File: src/rtl/prio_regs_pkg.sv
package prio_regs_pkg;

  // True when the count of levels (max_prio+1) is a power of two.
  function automatic bit levels_pow2(input int unsigned max_prio);
    return ((max_prio + 1) & max_prio) == 0;
  endfunction

  // Whether a written value may be stored at all.
  function automatic bit write_allowed(input logic [31:0] v, input int unsigned max_prio);
    if (levels_pow2(max_prio)) return 1'b1;
    return v <= 32'(max_prio);
  endfunction

  // Value that is kept; in masking mode this equals v modulo (max_prio+1).
  function automatic logic [31:0] legal_value(input logic [31:0] v, input int unsigned max_prio);
    if (levels_pow2(max_prio)) return v & 32'(max_prio);
    return v;
  endfunction

  // Register width for a given top level, never below one bit.
  function automatic int unsigned level_width(input int unsigned max_prio);
    return (max_prio < 1) ? 1 : $clog2(max_prio + 1);
  endfunction

endpackage

File: src/rtl/prio_addr_dec.sv
module prio_addr_dec #(
  parameter int unsigned NUM_SOURCES  = 8,
  parameter int unsigned NUM_CONTEXTS = 2,
  parameter logic [31:0] PRIO_BASE    = 32'h0000_0000,
  parameter logic [31:0] CTX_BASE     = 32'h0020_0000,
  parameter logic [31:0] CTX_STRIDE   = 32'h0000_1000,
  localparam int unsigned SIW = (NUM_SOURCES  > 1) ? $clog2(NUM_SOURCES)  : 1,
  localparam int unsigned CIW = (NUM_CONTEXTS > 1) ? $clog2(NUM_CONTEXTS) : 1
) (
  input  logic [31:0]    addr,
  output logic           pri_hit,
  output logic [SIW-1:0] pri_idx,
  output logic           ctx_hit,
  output logic [CIW-1:0] ctx_idx
);
  localparam int unsigned STRIDE_SH = $clog2(CTX_STRIDE);
  localparam logic [32:0] PRI_SPAN  = 33'(NUM_SOURCES) * 33'd4;
  localparam logic [32:0] CTX_SPAN  = 33'(NUM_CONTEXTS) * 33'(CTX_STRIDE);
  localparam logic [31:0] IN_MASK   = CTX_STRIDE - 32'd1;

  logic [31:0] pri_off;
  logic [31:0] ctx_off;
  logic [31:0] ctx_word;

  always_comb begin
    pri_off  = addr - PRIO_BASE;
    ctx_off  = addr - CTX_BASE;
    ctx_word = ctx_off >> STRIDE_SH;
    pri_hit  = (addr >= PRIO_BASE) && ({1'b0, pri_off} < PRI_SPAN) && (pri_off[1:0] == 2'b00);
    ctx_hit  = (addr >= CTX_BASE) && ({1'b0, ctx_off} < CTX_SPAN) && ((ctx_off & IN_MASK) == 32'd0);
    pri_idx  = pri_off[SIW+1:2];
    ctx_idx  = ctx_word[CIW-1:0];
  end
endmodule

File: src/rtl/prio_legalizer.sv
module prio_legalizer
  import prio_regs_pkg::*;
#(
  parameter int unsigned MAX_PRIO = 7,
  localparam int unsigned PW = level_width(MAX_PRIO)
) (
  input  logic [31:0]   wdata,
  output logic          accept,
  output logic [PW-1:0] value
);
  logic [31:0] kept;

  generate
    if (levels_pow2(MAX_PRIO)) begin : g_mask
      // Every bit write-any, read-legal: upper bits fall away.
      always_comb begin
        accept = write_allowed(wdata, MAX_PRIO);
        kept   = legal_value(wdata, MAX_PRIO);
        value  = kept[PW-1:0];
      end
    end else begin : g_drop
      // Out-of-range values are refused outright.
      always_comb begin
        accept = write_allowed(wdata, MAX_PRIO);
        kept   = wdata;
        value  = kept[PW-1:0];
      end
    end
  endgenerate
endmodule

File: src/rtl/prio_bank.sv
module prio_bank #(
  parameter int unsigned N  = 8,
  parameter int unsigned IW = 3,
  parameter int unsigned PW = 3
) (
  input  logic          clk,
  input  logic          rst_n,
  input  logic          wr_en,
  input  logic [IW-1:0] wr_idx,
  input  logic [PW-1:0] wr_val,
  input  logic [IW-1:0] rd_idx,
  output logic [PW-1:0] rd_val,
  output logic [N*PW-1:0] flat_o
);
  logic [PW-1:0] level_q [N];

  generate
    for (genvar g = 0; g < N; g++) begin : g_slot
      always_ff @(posedge clk or negedge rst_n) begin
        if (!rst_n) begin
          level_q[g] <= '0;
        end else if (wr_en && (wr_idx == IW'(g))) begin
          level_q[g] <= wr_val;
        end
      end
      assign flat_o[g*PW +: PW] = level_q[g];
    end
  endgenerate

  always_comb begin
    rd_val = '0;
    for (int k = 0; k < N; k++) begin
      if (rd_idx == IW'(k)) rd_val = level_q[k];
    end
  end
endmodule

File: src/rtl/prio_regfile.sv
module prio_regfile
  import prio_regs_pkg::*;
#(
  parameter int unsigned NUM_SOURCES  = 8,
  parameter int unsigned NUM_CONTEXTS = 2,
  parameter int unsigned MAX_PRIO     = 7,
  parameter logic [31:0] PRIO_BASE    = 32'h0000_0000,
  parameter logic [31:0] CTX_BASE     = 32'h0020_0000,
  parameter logic [31:0] CTX_STRIDE   = 32'h0000_1000,
  localparam int unsigned PW  = level_width(MAX_PRIO),
  localparam int unsigned SIW = (NUM_SOURCES  > 1) ? $clog2(NUM_SOURCES)  : 1,
  localparam int unsigned CIW = (NUM_CONTEXTS > 1) ? $clog2(NUM_CONTEXTS) : 1
) (
  input  logic                       clk,
  input  logic                       rst_n,
  input  logic [31:0]                bus_addr,
  input  logic [31:0]                bus_wdata,
  input  logic                       bus_we,
  output logic [31:0]                bus_rdata,
  output logic [NUM_SOURCES*PW-1:0]  src_prio_o,
  output logic [NUM_CONTEXTS*PW-1:0] ctx_thresh_o,
  output logic                       upd_pulse_o
);
  // Named internal events, observed by the bound checker.
  logic           pri_hit;
  logic           ctx_hit;
  logic [SIW-1:0] pri_idx;
  logic [CIW-1:0] ctx_idx;
  logic           legal_ok;
  logic [PW-1:0]  legal_val;
  logic           wr_hit;
  logic           wr_accept;
  logic           wr_src;
  logic           wr_ctx;
  logic [PW-1:0]  src_rd;
  logic [PW-1:0]  ctx_rd;
  logic           upd_q;

  prio_addr_dec #(
    .NUM_SOURCES (NUM_SOURCES),
    .NUM_CONTEXTS(NUM_CONTEXTS),
    .PRIO_BASE   (PRIO_BASE),
    .CTX_BASE    (CTX_BASE),
    .CTX_STRIDE  (CTX_STRIDE)
  ) u_dec (
    .addr   (bus_addr),
    .pri_hit(pri_hit),
    .pri_idx(pri_idx),
    .ctx_hit(ctx_hit),
    .ctx_idx(ctx_idx)
  );

  prio_legalizer #(.MAX_PRIO(MAX_PRIO)) u_legal (
    .wdata (bus_wdata),
    .accept(legal_ok),
    .value (legal_val)
  );

  assign wr_hit    = bus_we && (pri_hit || ctx_hit);
  assign wr_accept = wr_hit && legal_ok;
  assign wr_src    = wr_accept && pri_hit;
  assign wr_ctx    = wr_accept && ctx_hit;

  prio_bank #(.N(NUM_SOURCES), .IW(SIW), .PW(PW)) u_src_bank (
    .clk   (clk),
    .rst_n (rst_n),
    .wr_en (wr_src),
    .wr_idx(pri_idx),
    .wr_val(legal_val),
    .rd_idx(pri_idx),
    .rd_val(src_rd),
    .flat_o(src_prio_o)
  );

  prio_bank #(.N(NUM_CONTEXTS), .IW(CIW), .PW(PW)) u_ctx_bank (
    .clk   (clk),
    .rst_n (rst_n),
    .wr_en (wr_ctx),
    .wr_idx(ctx_idx),
    .wr_val(legal_val),
    .rd_idx(ctx_idx),
    .rd_val(ctx_rd),
    .flat_o(ctx_thresh_o)
  );

  always_ff @(posedge clk or negedge rst_n) begin
    if (!rst_n) upd_q <= 1'b0;
    else        upd_q <= wr_accept;
  end
  assign upd_pulse_o = upd_q;

  always_comb begin
    if (pri_hit)      bus_rdata = 32'(src_rd);
    else if (ctx_hit) bus_rdata = 32'(ctx_rd);
    else              bus_rdata = 32'd0;
  end
endmodule

File: config.mk
export PLATFORM = sky130hd
export DESIGN_NAME = prio_regfile
export DESIGN_NICKNAME = d
export VERILOG_FILES = /design/src/rtl/prio_regs_pkg.sv /design/src/rtl/prio_addr_dec.sv /design/src/rtl/prio_legalizer.sv /design/src/rtl/prio_bank.sv /design/src/rtl/prio_regfile.sv
export SDC_FILE = /design/constraint.sdc
export NUM_CORES = 1
export LEC_CHECK = 0
export ABC_CLOCK_PERIOD_IN_PS = 4140
export BUFFER_PORTS_ARGS = -buffer_cell sky130_fd_sc_hd__buf_2
export CAP_MARGIN = 40
export CORE_ASPECT_RATIO = 1.4
export CORE_UTILIZATION = 45
export DETAILED_ROUTE_END_ITERATION = 8
export PLACE_DENSITY = 0.83
export SYNTH_ARGS = -nofsm -noshare
export SYNTH_HDL_FRONTEND = slang
export SYNTH_SLANG_ARGS = --single-unit
File: constraint.sdc
create_clock -name clk -period 4.14 [get_ports clk]
set_clock_uncertainty 0.1 [all_clocks]
set_input_delay 0.828 -clock clk [delete_from_list [all_inputs] [get_ports clk]]
set_output_delay 0.828 -clock clk [all_outputs]
set_load 0.02 [all_outputs]
==> results.md <==
* Die Height at 82.3 µm
* Post-layout minimum cycle time at 3.55 ns
* Fin Setup TNS at 0 ns
* Synth top area cells: dfrtp_1 37%, mux2_2 18%, buf_4 11%
* Clk sink count at 31
* Buffers on Ports at 71
* Most common cell on crit path: buf_2
* Dpl hpwl at 3.83 mm
* Initial Utilization at 48.1%
* Net Sw Power at 177 µW
* Crit share post-route at 85.7%
* Main flop type after synthesis: dfrtp_1
* Sw frac at 28.6%
* FMAX at 282 MHz
* Setup violations, final at 0
* TritonCTS buffer count at 5
* Mean post-synth cell area at 11.0 µm²
* CP endpoint kind: output pin
* Hold Violations, Final at 0
* Post-Synthesis Cell Area at 2070 µm²
* Worst path cell trace: buf_2, inv_1, ha_1, or4b_1, o21ai_0, nand4_1, nor2_1, o21a_1, buf_2
* Library cells used by synthesis at 38
* First-pass GRT wire length at 7.41 mm
* Top-area cell type share of the netlist area at 37.4%
* MaxCap Viol Count at 0
* Clock-pin slew on the worst setup and hold paths at 0.07 ns
* Synth warn at 0
* Via density per instance at 5.19
* R2R Path Start: u_src_bank.flat_o[8]
* Worst EP required at 3.21 ns
* Final WL at 4.78 mm
* Antenna Cells at 0
* Worst skew pair latency at 0.29 ns
* Slowest-stage cell, CP: or4b_1
* Status: finished clean
* Max FO, Critical Path at 5
* Commonest non-fill, non-tap cells in the layout: 71 x buf_2, 33 x mux2_2, 31 x dfrtp_1, 29 x conb_1, 9 x mux2i_1
* Worst-Margin Slew at 0.680 ns
* Hold_ws at 0.426 ns
* GRT Overall Usage at 21.1%
* DIE AREA at 4890 µm²
* Fraction of registers with async set/reset at 100%
* Relative slew slack at 54.7%
* Hold Path Class: reg -> reg
* Core Region at 4310 µm²
* Gate power share at 13.6%
* Total grt overflow at 0
* WS Path Type: in -> out
* Post-synth EDFFs at 0
* Commonest non-fill, non-tap cell in the layout: buf_2
* Post_cts resized at 0
* GPL Wtd Cong at 0.888
* Pwr dens at 253 nW/µm²
* Layout cells sized above 1 at 48.6%
* DR WL/cell at 15.0 µm
* Fill cells at 404
* IO Pins at 130
* TritonCTS clock tree: built
* P_leak at 1.33 nW
* Worst setup path start: bus_addr[21]
* CTS root buffer: clkbuf_8
* Post-route ant nets at 0
* Critical Path AT at 2.62 ns
* RSZ-0062 raised after global routing: no
* Register area at 776 µm²
* Clock Path Buffers at 2
* Initial antenna violation count at 0
* Area of the multi-input gates at 1110 µm²
* Syn Inst Count at 188
* Seq/Total Area, Yosys at 37.4%
* Max Slew Vio Count at 0
* H-tree lvl count at 2
* 1st-pass router iterations at 4
* Crit path launch type: input pin
* Die width at 59.4 µm
* Largest net degree at the start of global routing at 32
* Vias in the first global route at 1,608
* Final nets at 326
* DRC at 0
* Synth area leader: dfrtp_1
* Hold buffers post-CTS at 0
* Max rail drop VDD at 0.144 mV
* Synthesis-to-layout area growth at 18.0%
* Post-CTS Setup Bufs at 0
* FF+latch count, synth at 31
* Clk pwr share at 37.6%
* DRT iter0 DRCs at 38
* Sequential power share at 48.9%
* Via Count at 1,655
* CP peak stage delay at 0.43 ns
* Row count at 28
* Internal Power at 443 µW
* Hold Path Origin: u_src_bank.flat_o[16]
[cells in the mapped netlist, types with 2 or more instances]
master / instances
a21oi_1: 2
a221oi_1: 2
buf_1: 4
buf_4: 29
buf_6: 2
clkbuf_1: 3
dfrtp_1: 31
inv_1: 6
mux2_2: 33
mux2_4: 3
mux2i_1: 9
nand2_1: 7
nand2b_1: 2
nand3_1: 2
nand4_1: 6
nor2_1: 8
nor3_1: 2
nor4_1: 3
nor4_4: 5
o211ai_1: 3
o21a_1: 2
o22ai_1: 5
or3_1: 2
or4_1: 2
or4_4: 2
[sequential cells by signal (all words and copies together) (netlist names)]
signal             cells
upd_pulse_o            1
u_src_bank.flat_o     24
u_ctx_bank.flat_o      6
[worst paths after layout]
check                      cells after the start  slack (ns)                     to
max                                            9        0.59           bus_rdata[2]
min                                            1        0.43  u_src_bank.flat_o[16]
max reg2reg                                    1        3.23   u_src_bank.flat_o[8]
min reg2reg                                    1        0.43  u_src_bank.flat_o[16]
max in group asynchronous                      1        3.02   u_ctx_bank.flat_o[5]
min in group asynchronous                      1        0.47   u_src_bank.flat_o[1]
[layer usage]
metal,vias to the layer above,wire [µm],GRT usage [%]
met5,-,0,0
met4,0,84,9.29
met3,7,304,2.96
met2,88,2620,40.1
met1,793,1770,22.7
li1,767,-,-
[stage by stage]
stage                     instances  total power [mW]  utilization (%)  setup WS [ns]  cell area [µm²]
final                           319             0.620             56.8          0.594             2450
after floorplan                 216             0.383                -          0.879             2180
after global routing            319             0.644             56.8          0.436             2450
after CTS                       319             0.625             56.8          0.580             2450
after global placement          311             0.392             54.7          0.648             2360
after detailed placement        311             0.393             54.7          0.600             2360
[power groups by stage]
| stage | logic [mW] | registers [mW] | clock network, mW |
|---|---|---|---|
| after floorplan | 0.0739 | 0.309 | 0 |
| after CTS | 0.0848 | 0.303 | 0.238 |
| after detailed placement | 0.0844 | 0.309 | 0 |
| final | 0.0841 | 0.303 | 0.233 |
| after global routing | 0.0933 | 0.303 | 0.248 |
| after global placement | 0.0830 | 0.309 | 0 |
[area by class of cell]
cell class              count  share of cell area, %
clock buffers               5                   2.81
clock inverters             3                  0.818
inverters                   7                   1.07
multi-input cells         140                   45.4
flip-flops and latches     31                   31.7
well taps                  60                   3.07
repair buffers             73                   15.1
[cell families (layout without fill, tap and decap cells)]
kind of cell / after synthesis / in the layout / synth area share (%)
and+or+nand+nor: 46 / 46 / 16.8
muxes: 45 / 45 / 24.4
buffers and inverters: 45 / 88 / 14.1
DFF: 31 / 31 / 37.4
AOI/OAI and AO/OA: 18 / 18 / 6.04
adders and majority gates: 1 / 1 / 0.603
other: 1 / 29 / 0.181
xor gates and xnor gates: 1 / 1 / 0.423
[worst max-delay path, delay by kind of cell]
kind / cells / cell delay (ns)
AOI/OAI and AO/OA: 2 / 0.36
buffers and inverters: 3 / 0.35
adders and majority gates: 1 / 0.17
and+or+nand+nor: 3 / 0.90
Note: power is estimated with default switching activity, not from simulation.
